--- config.mk ---
export PLATFORM = sky130hd
export DESIGN_NAME = rtc_xstat_reg
export DESIGN_NICKNAME = d
export VERILOG_FILES = /design/src/rtl/rtc_xstat_pkg.sv /design/src/rtl/rtc_xstat_sync.sv /design/src/rtl/rtc_xstat_upd_fsm.sv /design/src/rtl/rtc_xstat_flags.sv /design/src/rtl/rtc_xstat_reg.sv
export SDC_FILE = /design/constraint.sdc
export NUM_CORES = 1
export LEC_CHECK = 0
export BUFFER_PORTS_ARGS = -buffer_cell sky130_fd_sc_hd__buf_2
export CORE_AREA = 3 3 40 42
export DETAILED_ROUTE_END_ITERATION = 10
export DIE_AREA = 0 0 43 45
export PLACE_DENSITY_LB_ADDON = 0.3
export SYNTH_ARGS = -nofsm -noshare
export SYNTH_HDL_FRONTEND = slang
export SYNTH_SLANG_ARGS = --single-unit
--- constraint.sdc ---
create_clock -name clk -period 1.9 [get_ports clk]
set_clock_uncertainty 0.1 [all_clocks]
set_input_delay 0.19 -clock clk [delete_from_list [all_inputs] [get_ports clk]]
set_output_delay 0.19 -clock clk [all_outputs]
set_load 0.02 [all_outputs]
--- src/rtl/rtc_xstat_pkg.sv ---
package rtc_xstat_pkg;
    localparam int REG_W      = 8;
    localparam int BIT_BATT   = 7;
    localparam int BIT_UIP    = 6;
    localparam int BIT_RES_HI = 5;
    localparam int BIT_RES_LO = 4;
    localparam int BIT_PAB    = 3;
    localparam int BIT_RF     = 2;
    localparam int BIT_WF     = 1;
    localparam int BIT_KF     = 0;
    localparam int N_FLAGS    = 3;
    localparam int RES_W      = BIT_RES_HI - BIT_RES_LO + 1;

    typedef enum logic [0:0] {
        UPD_IDLE = 1'b0,
        UPD_BUSY = 1'b1
    } upd_state_t;
endpackage

--- src/rtl/rtc_xstat_sync.sv ---
module rtc_xstat_sync #(
    parameter int STAGES = 2
) (
    input  logic clk,
    input  logic rst_n,
    input  logic pin_n,
    output logic fall
);
    localparam int CHAIN_W = STAGES + 1;

    logic [CHAIN_W-1:0] chain;

    // chain[0..STAGES-1] synchronize; chain[STAGES] holds the previous sample
    genvar g;
    generate
        for (g = 0; g < CHAIN_W; g++) begin : g_stage
            if (g == 0) begin : g_first
                always_ff @(posedge clk or negedge rst_n) begin
                    if (!rst_n) chain[g] <= 1'b1;
                    else        chain[g] <= pin_n;
                end
            end else begin : g_next
                always_ff @(posedge clk or negedge rst_n) begin
                    if (!rst_n) chain[g] <= 1'b1;
                    else        chain[g] <= chain[g-1];
                end
            end
        end
    endgenerate

    assign fall = chain[STAGES] & ~chain[STAGES-1];
endmodule

--- src/rtl/rtc_xstat_upd_fsm.sv ---
module rtc_xstat_upd_fsm
    import rtc_xstat_pkg::*;
(
    input  logic clk,
    input  logic rst_n,
    input  logic upd_pending,
    input  logic upd_done,
    output logic busy
);
    upd_state_t state_q, state_d;

    always_ff @(posedge clk or negedge rst_n) begin
        if (!rst_n) state_q <= UPD_IDLE;
        else        state_q <= state_d;
    end

    always_comb begin
        state_d = state_q;
        busy    = 1'b0;
        unique case (state_q)
            UPD_IDLE: begin
                if (upd_pending) state_d = UPD_BUSY;
            end
            UPD_BUSY: begin
                busy = 1'b1;
                if (upd_done) state_d = UPD_IDLE;
            end
            default: state_d = UPD_IDLE;
        endcase
    end
endmodule

--- src/rtl/rtc_xstat_flags.sv ---
module rtc_xstat_flags
    import rtc_xstat_pkg::*;
(
    input  logic             clk,
    input  logic             rst_n,
    input  logic             wr_hit,
    input  logic [REG_W-1:0] wdata,
    input  logic             wake_evt,
    input  logic             kick_evt,
    input  logic             rf_set,
    input  logic             wake_ie,
    input  logic             kick_ie,
    output logic [N_FLAGS-1:0] flags,
    output logic             pab,
    output logic [RES_W-1:0] res
);
    logic [N_FLAGS-1:0] hw_set;
    logic               auto_clr;

    always_comb begin
        hw_set         = '0;
        hw_set[BIT_KF] = kick_evt;
        hw_set[BIT_WF] = wake_evt;
        hw_set[BIT_RF] = rf_set;
    end

    assign auto_clr = (flags[BIT_WF] & wake_ie) | (flags[BIT_KF] & kick_ie);

    genvar f;
    generate
        for (f = 0; f < N_FLAGS; f++) begin : g_flag
            always_ff @(posedge clk or negedge rst_n) begin
                if (!rst_n)         flags[f] <= 1'b0;
                else if (hw_set[f]) flags[f] <= 1'b1;
                else if (wr_hit)    flags[f] <= wdata[f];
            end
        end
    endgenerate

    always_ff @(posedge clk or negedge rst_n) begin
        if (!rst_n)        pab <= 1'b1;
        else if (auto_clr) pab <= 1'b0;
        else if (wr_hit)   pab <= wdata[BIT_PAB];
    end

    always_ff @(posedge clk or negedge rst_n) begin
        if (!rst_n)      res <= '0;
        else if (wr_hit) res <= wdata[BIT_RES_HI:BIT_RES_LO];
    end
endmodule

--- src/rtl/rtc_xstat_reg.sv ---
module rtc_xstat_reg
    import rtc_xstat_pkg::*;
#(
    parameter int                ADDR_W      = 7,
    parameter logic [ADDR_W-1:0] REG_ADDR    = 7'h4A,
    parameter logic              REG_BANK    = 1'b1,
    parameter int                SYNC_STAGES = 2
) (
    input  logic              clk,
    input  logic              rst_n,
    input  logic              bank_sel,
    input  logic [ADDR_W-1:0] addr,
    input  logic              wr_en,
    input  logic [REG_W-1:0]  wdata,
    output logic [REG_W-1:0]  rdata,
    input  logic              batt_ok,
    input  logic              upd_pending,
    input  logic              upd_done,
    input  logic              wake_evt,
    input  logic              kick_evt,
    input  logic              ramclr_n,
    input  logic              ramclr_en,
    input  logic              wake_ie,
    input  logic              kick_ie,
    input  logic              rf_ie,
    output logic              pwr_n,
    output logic              irq
);
    logic               sel_hit;
    logic               wr_hit;
    logic               ramclr_fall;
    logic               uip;
    logic [N_FLAGS-1:0] flags;
    logic               pab;
    logic [RES_W-1:0]   res;
    logic [REG_W-1:0]   reg_q;

    assign sel_hit = (bank_sel == REG_BANK) && (addr == REG_ADDR);
    assign wr_hit  = wr_en & sel_hit;

    rtc_xstat_sync #(.STAGES(SYNC_STAGES)) u_sync (
        .clk   (clk),
        .rst_n (rst_n),
        .pin_n (ramclr_n),
        .fall  (ramclr_fall)
    );

    rtc_xstat_upd_fsm u_upd (
        .clk         (clk),
        .rst_n       (rst_n),
        .upd_pending (upd_pending),
        .upd_done    (upd_done),
        .busy        (uip)
    );

    rtc_xstat_flags u_flags (
        .clk      (clk),
        .rst_n    (rst_n),
        .wr_hit   (wr_hit),
        .wdata    (wdata),
        .wake_evt (wake_evt),
        .kick_evt (kick_evt),
        .rf_set   (ramclr_fall & ramclr_en),
        .wake_ie  (wake_ie),
        .kick_ie  (kick_ie),
        .flags    (flags),
        .pab      (pab),
        .res      (res)
    );

    always_comb begin
        reg_q                        = '0;
        reg_q[BIT_BATT]              = batt_ok;
        reg_q[BIT_UIP]               = uip;
        reg_q[BIT_RES_HI:BIT_RES_LO] = res;
        reg_q[BIT_PAB]               = pab;
        reg_q[N_FLAGS-1:0]           = flags;
    end

    assign rdata = sel_hit ? reg_q : '0;
    assign pwr_n = pab;
    assign irq   = (flags[BIT_RF] & rf_ie) | (flags[BIT_WF] & wake_ie)
                 | (flags[BIT_KF] & kick_ie);
endmodule

==> impl_metrics.env <==
export IMPL_rsz0062_at_grt="no"
export IMPL_slew_violations=0
export IMPL_finalCritPeriodShare=0.799
export IMPL_cts_setup_buffers=0
export IMPL_clk_pin_slew_ns=0.06
export IMPL_ys_seq_elements=10
export IMPL_synthTopCellsByArea="dfrtp_1 (30%), dfstp_2 (21%), and2_1 (10%), mux2i_1 (10%), mux2_4 (6.0%)"
export IMPL_ctsHtreeMaxLevel=1
export IMPL_max_cap_violations=0
export IMPL_area_delta_synth_final_pct=57.9
export IMPL_die_h_um=45
export IMPL_max_freq_ghz=0.658
export IMPL_clock_sinks=10
export IMPL_synth_top_cells_by_count="and2_1 (8), dfrtp_1 (6), nor2_1 (6), mux2i_1 (5)"
export IMPL_dieArea_um2=1940
export IMPL_synthArstFlopShare=1.00
export IMPL_synth_cell_area_um2=497
export IMPL_numCtsBuffers=3
export IMPL_clockBufferDepth=2
export IMPL_synth_fp_nets=73
export IMPL_syn_avg_cell_area_um2=11.3
export IMPL_coreArea_um2=1280
export IMPL_clockRootBuffer="clkbuf_4"
export IMPL_finalSetupViolations=0
export IMPL_grt_start_max_net_pins=11
export IMPL_slew_headroom=0.688
export IMPL_p_leak_uw=0.000409
export IMPL_rows=13
export IMPL_ys_seq_area_frac=0.514
export IMPL_path_class="input port to output pin"
export IMPL_remaining_drc_errors=0
export IMPL_vias=477
export IMPL_io_buffers=36
export IMPL_netlist_instances=44
export IMPL_cts_tree="yes"
export IMPL_grt_use_total=0.145
export IMPL_gp_congestion=0.639
export IMPL_yosysWarnings=0
export IMPL_p_per_area_nw_per_um2=601
export IMPL_worst_pin_slew_ns=0.465
export IMPL_drive_gt1_frac=0.578
export IMPL_cts_resized_gates=0
export IMPL_yosysMostFrequentCell="and2_1"
export IMPL_synth_top_cell_by_area="dfrtp_1"
export IMPL_required_ns=1.61
export IMPL_min_period_ns=1.52
export IMPL_grt_overflow_total=0
export IMPL_critical_path_max_fanout=4
export IMPL_synth_edf_count=0
export IMPL_yosys_most_used_dff="dfrtp_1"
export IMPL_status="completed"
export IMPL_drt_total_wl_um=1130
export IMPL_finalSetupTns_ns=0
export IMPL_post_drt_via_cell_ratio=4.54
export IMPL_worst_skew_pair_late_latency_ns=0.26
export IMPL_wire_per_inst_um=10.7
export IMPL_die_w_um=43
export IMPL_antenna_found_initial=0
export IMPL_timing_hold_ws_ns=0.0362
export IMPL_hp_class="input port to flop"
export IMPL_cts_hold_buffers=3
export IMPL_final_nets=120
export IMPL_diodes=0
export IMPL_grt_pass1_vias=501
export IMPL_first_pass_iters=2
export IMPL_synth_cell_types=16
export IMPL_initial_core_util=0.387
export IMPL_hold_violations=0
export IMPL_ir_worst_vdd_mv=0.493
export IMPL_start_kind="input port"
export IMPL_ioPinCount=39
export IMPL_hpwl_um=896
export IMPL_drt_iter0_markers=1
export IMPL_crit_path_end_kind="output pin"
export IMPL_critPathArrivalTime_ns=1.23
export IMPL_antenna_left=0
export IMPL_yosysTopAreaCellShare=0.302
export IMPL_grt_pass1_wl_um=2010
[layer usage]
layer | up-vias | track usage | routed length (um)
li1 | 240 | - | -
met1 | 208 | 0.157 | 452
met2 | 27 | 0.237 | 527
met4 | 0 | 0.127 | 17
met3 | 2 | 0.0359 | 131
met5 | - | 0 | 0
[registers in the layout, indices dropped and copies added (netlist names)]
name and cells:
u_sync.chain 3, u_upd.state_q 1, u_flags.flags 3, u_flags.pab 1
u_flags.res 2
[path summary, 6_finish.rpt]
path	startpoint	slack, ns	to	depth (start not counted)
setup / recovery	addr[5]	0.38	rdata[6]	6
hold / removal	wdata[3]	0.04	u_flags.pab$_DFFE_PN1P_	3
setup reg to reg	u_sync.chain[1]$_DFF_PN1_	0.80	u_flags.flags[2]$_DFFE_PN0P_	3
hold reg to reg	u_sync.chain[0]$_DFF_PN1_	0.26	u_sync.chain[1]$_DFF_PN1_	0
max in group asynchronous	rst_n	1.23	u_flags.pab$_DFFE_PN1P_	2
min in group asynchronous	rst_n	0.22	u_flags.flags[2]$_DFFE_PN0P_	2
[cell families after synthesis]
kind of cell / count (synthesis) / synth area share
AO/OA/AOI/OAI: 1 / 0.0151
AND/OR/NAND/NOR: 24 / 0.295
buffers and inverters: 2 / 0.0151
multiplexers: 7 / 0.161
flip-flops: 10 / 0.514
[layout by cell type (no fill, tap or decap), drive strengths merged]
| cell | synthesis | final |
|---|---|---|
| mux2i | 5 | 5 |
| inv | 2 | 2 |
| dlygate4sd3 | 0 | 3 |
| clkbuf | 0 | 4 |
| dfstp | 4 | 4 |
| and2 | 8 | 8 |
| nor3 | 1 | 1 |
| nand2b | 1 | 1 |
| mux2 | 2 | 2 |
| or2 | 1 | 1 |
| buf | 0 | 39 |
| a22oi | 1 | 1 |
| nor2 | 6 | 6 |
| nand4b | 1 | 1 |
| nor4 | 1 | 1 |
| dfrtp | 6 | 6 |
| and3b | 1 | 1 |
| nand2 | 4 | 4 |
[worst max-delay path: stages]
cell and delay [ns]:
buf_2 0.09, or2_4 0.25, nor3_1 0.25, buf_4 0.17, and2_1 0.12, buf_2 0.15
[power breakdown]
| part | internal (uW) | total, uW | switching [uW] | leakage (uW) |
|---|---|---|---|---|
| Clock | 116 | 189 | 72.4 | 0.0000210 |
| Combinational | 34.1 | 56.0 | 21.9 | 0.000281 |
| Sequential | 223 | 227 | 3.66 | 0.000107 |
[final cells by class]
class	count	area (um^2)
tap	15	18.8
multi-input combinational	32	234
fill	118	500
sequential	10	255
inverter	2	7.51
clock buffer	4	36.3
timing repair buffer	42	233
[through the flow]
stage	setup WS (ns)	power, uW	instances	utilization	instance area [um^2]
after global placement	0.351	281	98	0.559	718
final	0.381	472	105	0.611	785
after CTS	0.361	483	105	0.611	785
after detailed placement	0.346	283	98	0.559	718
after floorplan	0.474	249	44	-	497
after global routing	0.285	504	105	0.611	785
Power figures use the tool's default switching activity.
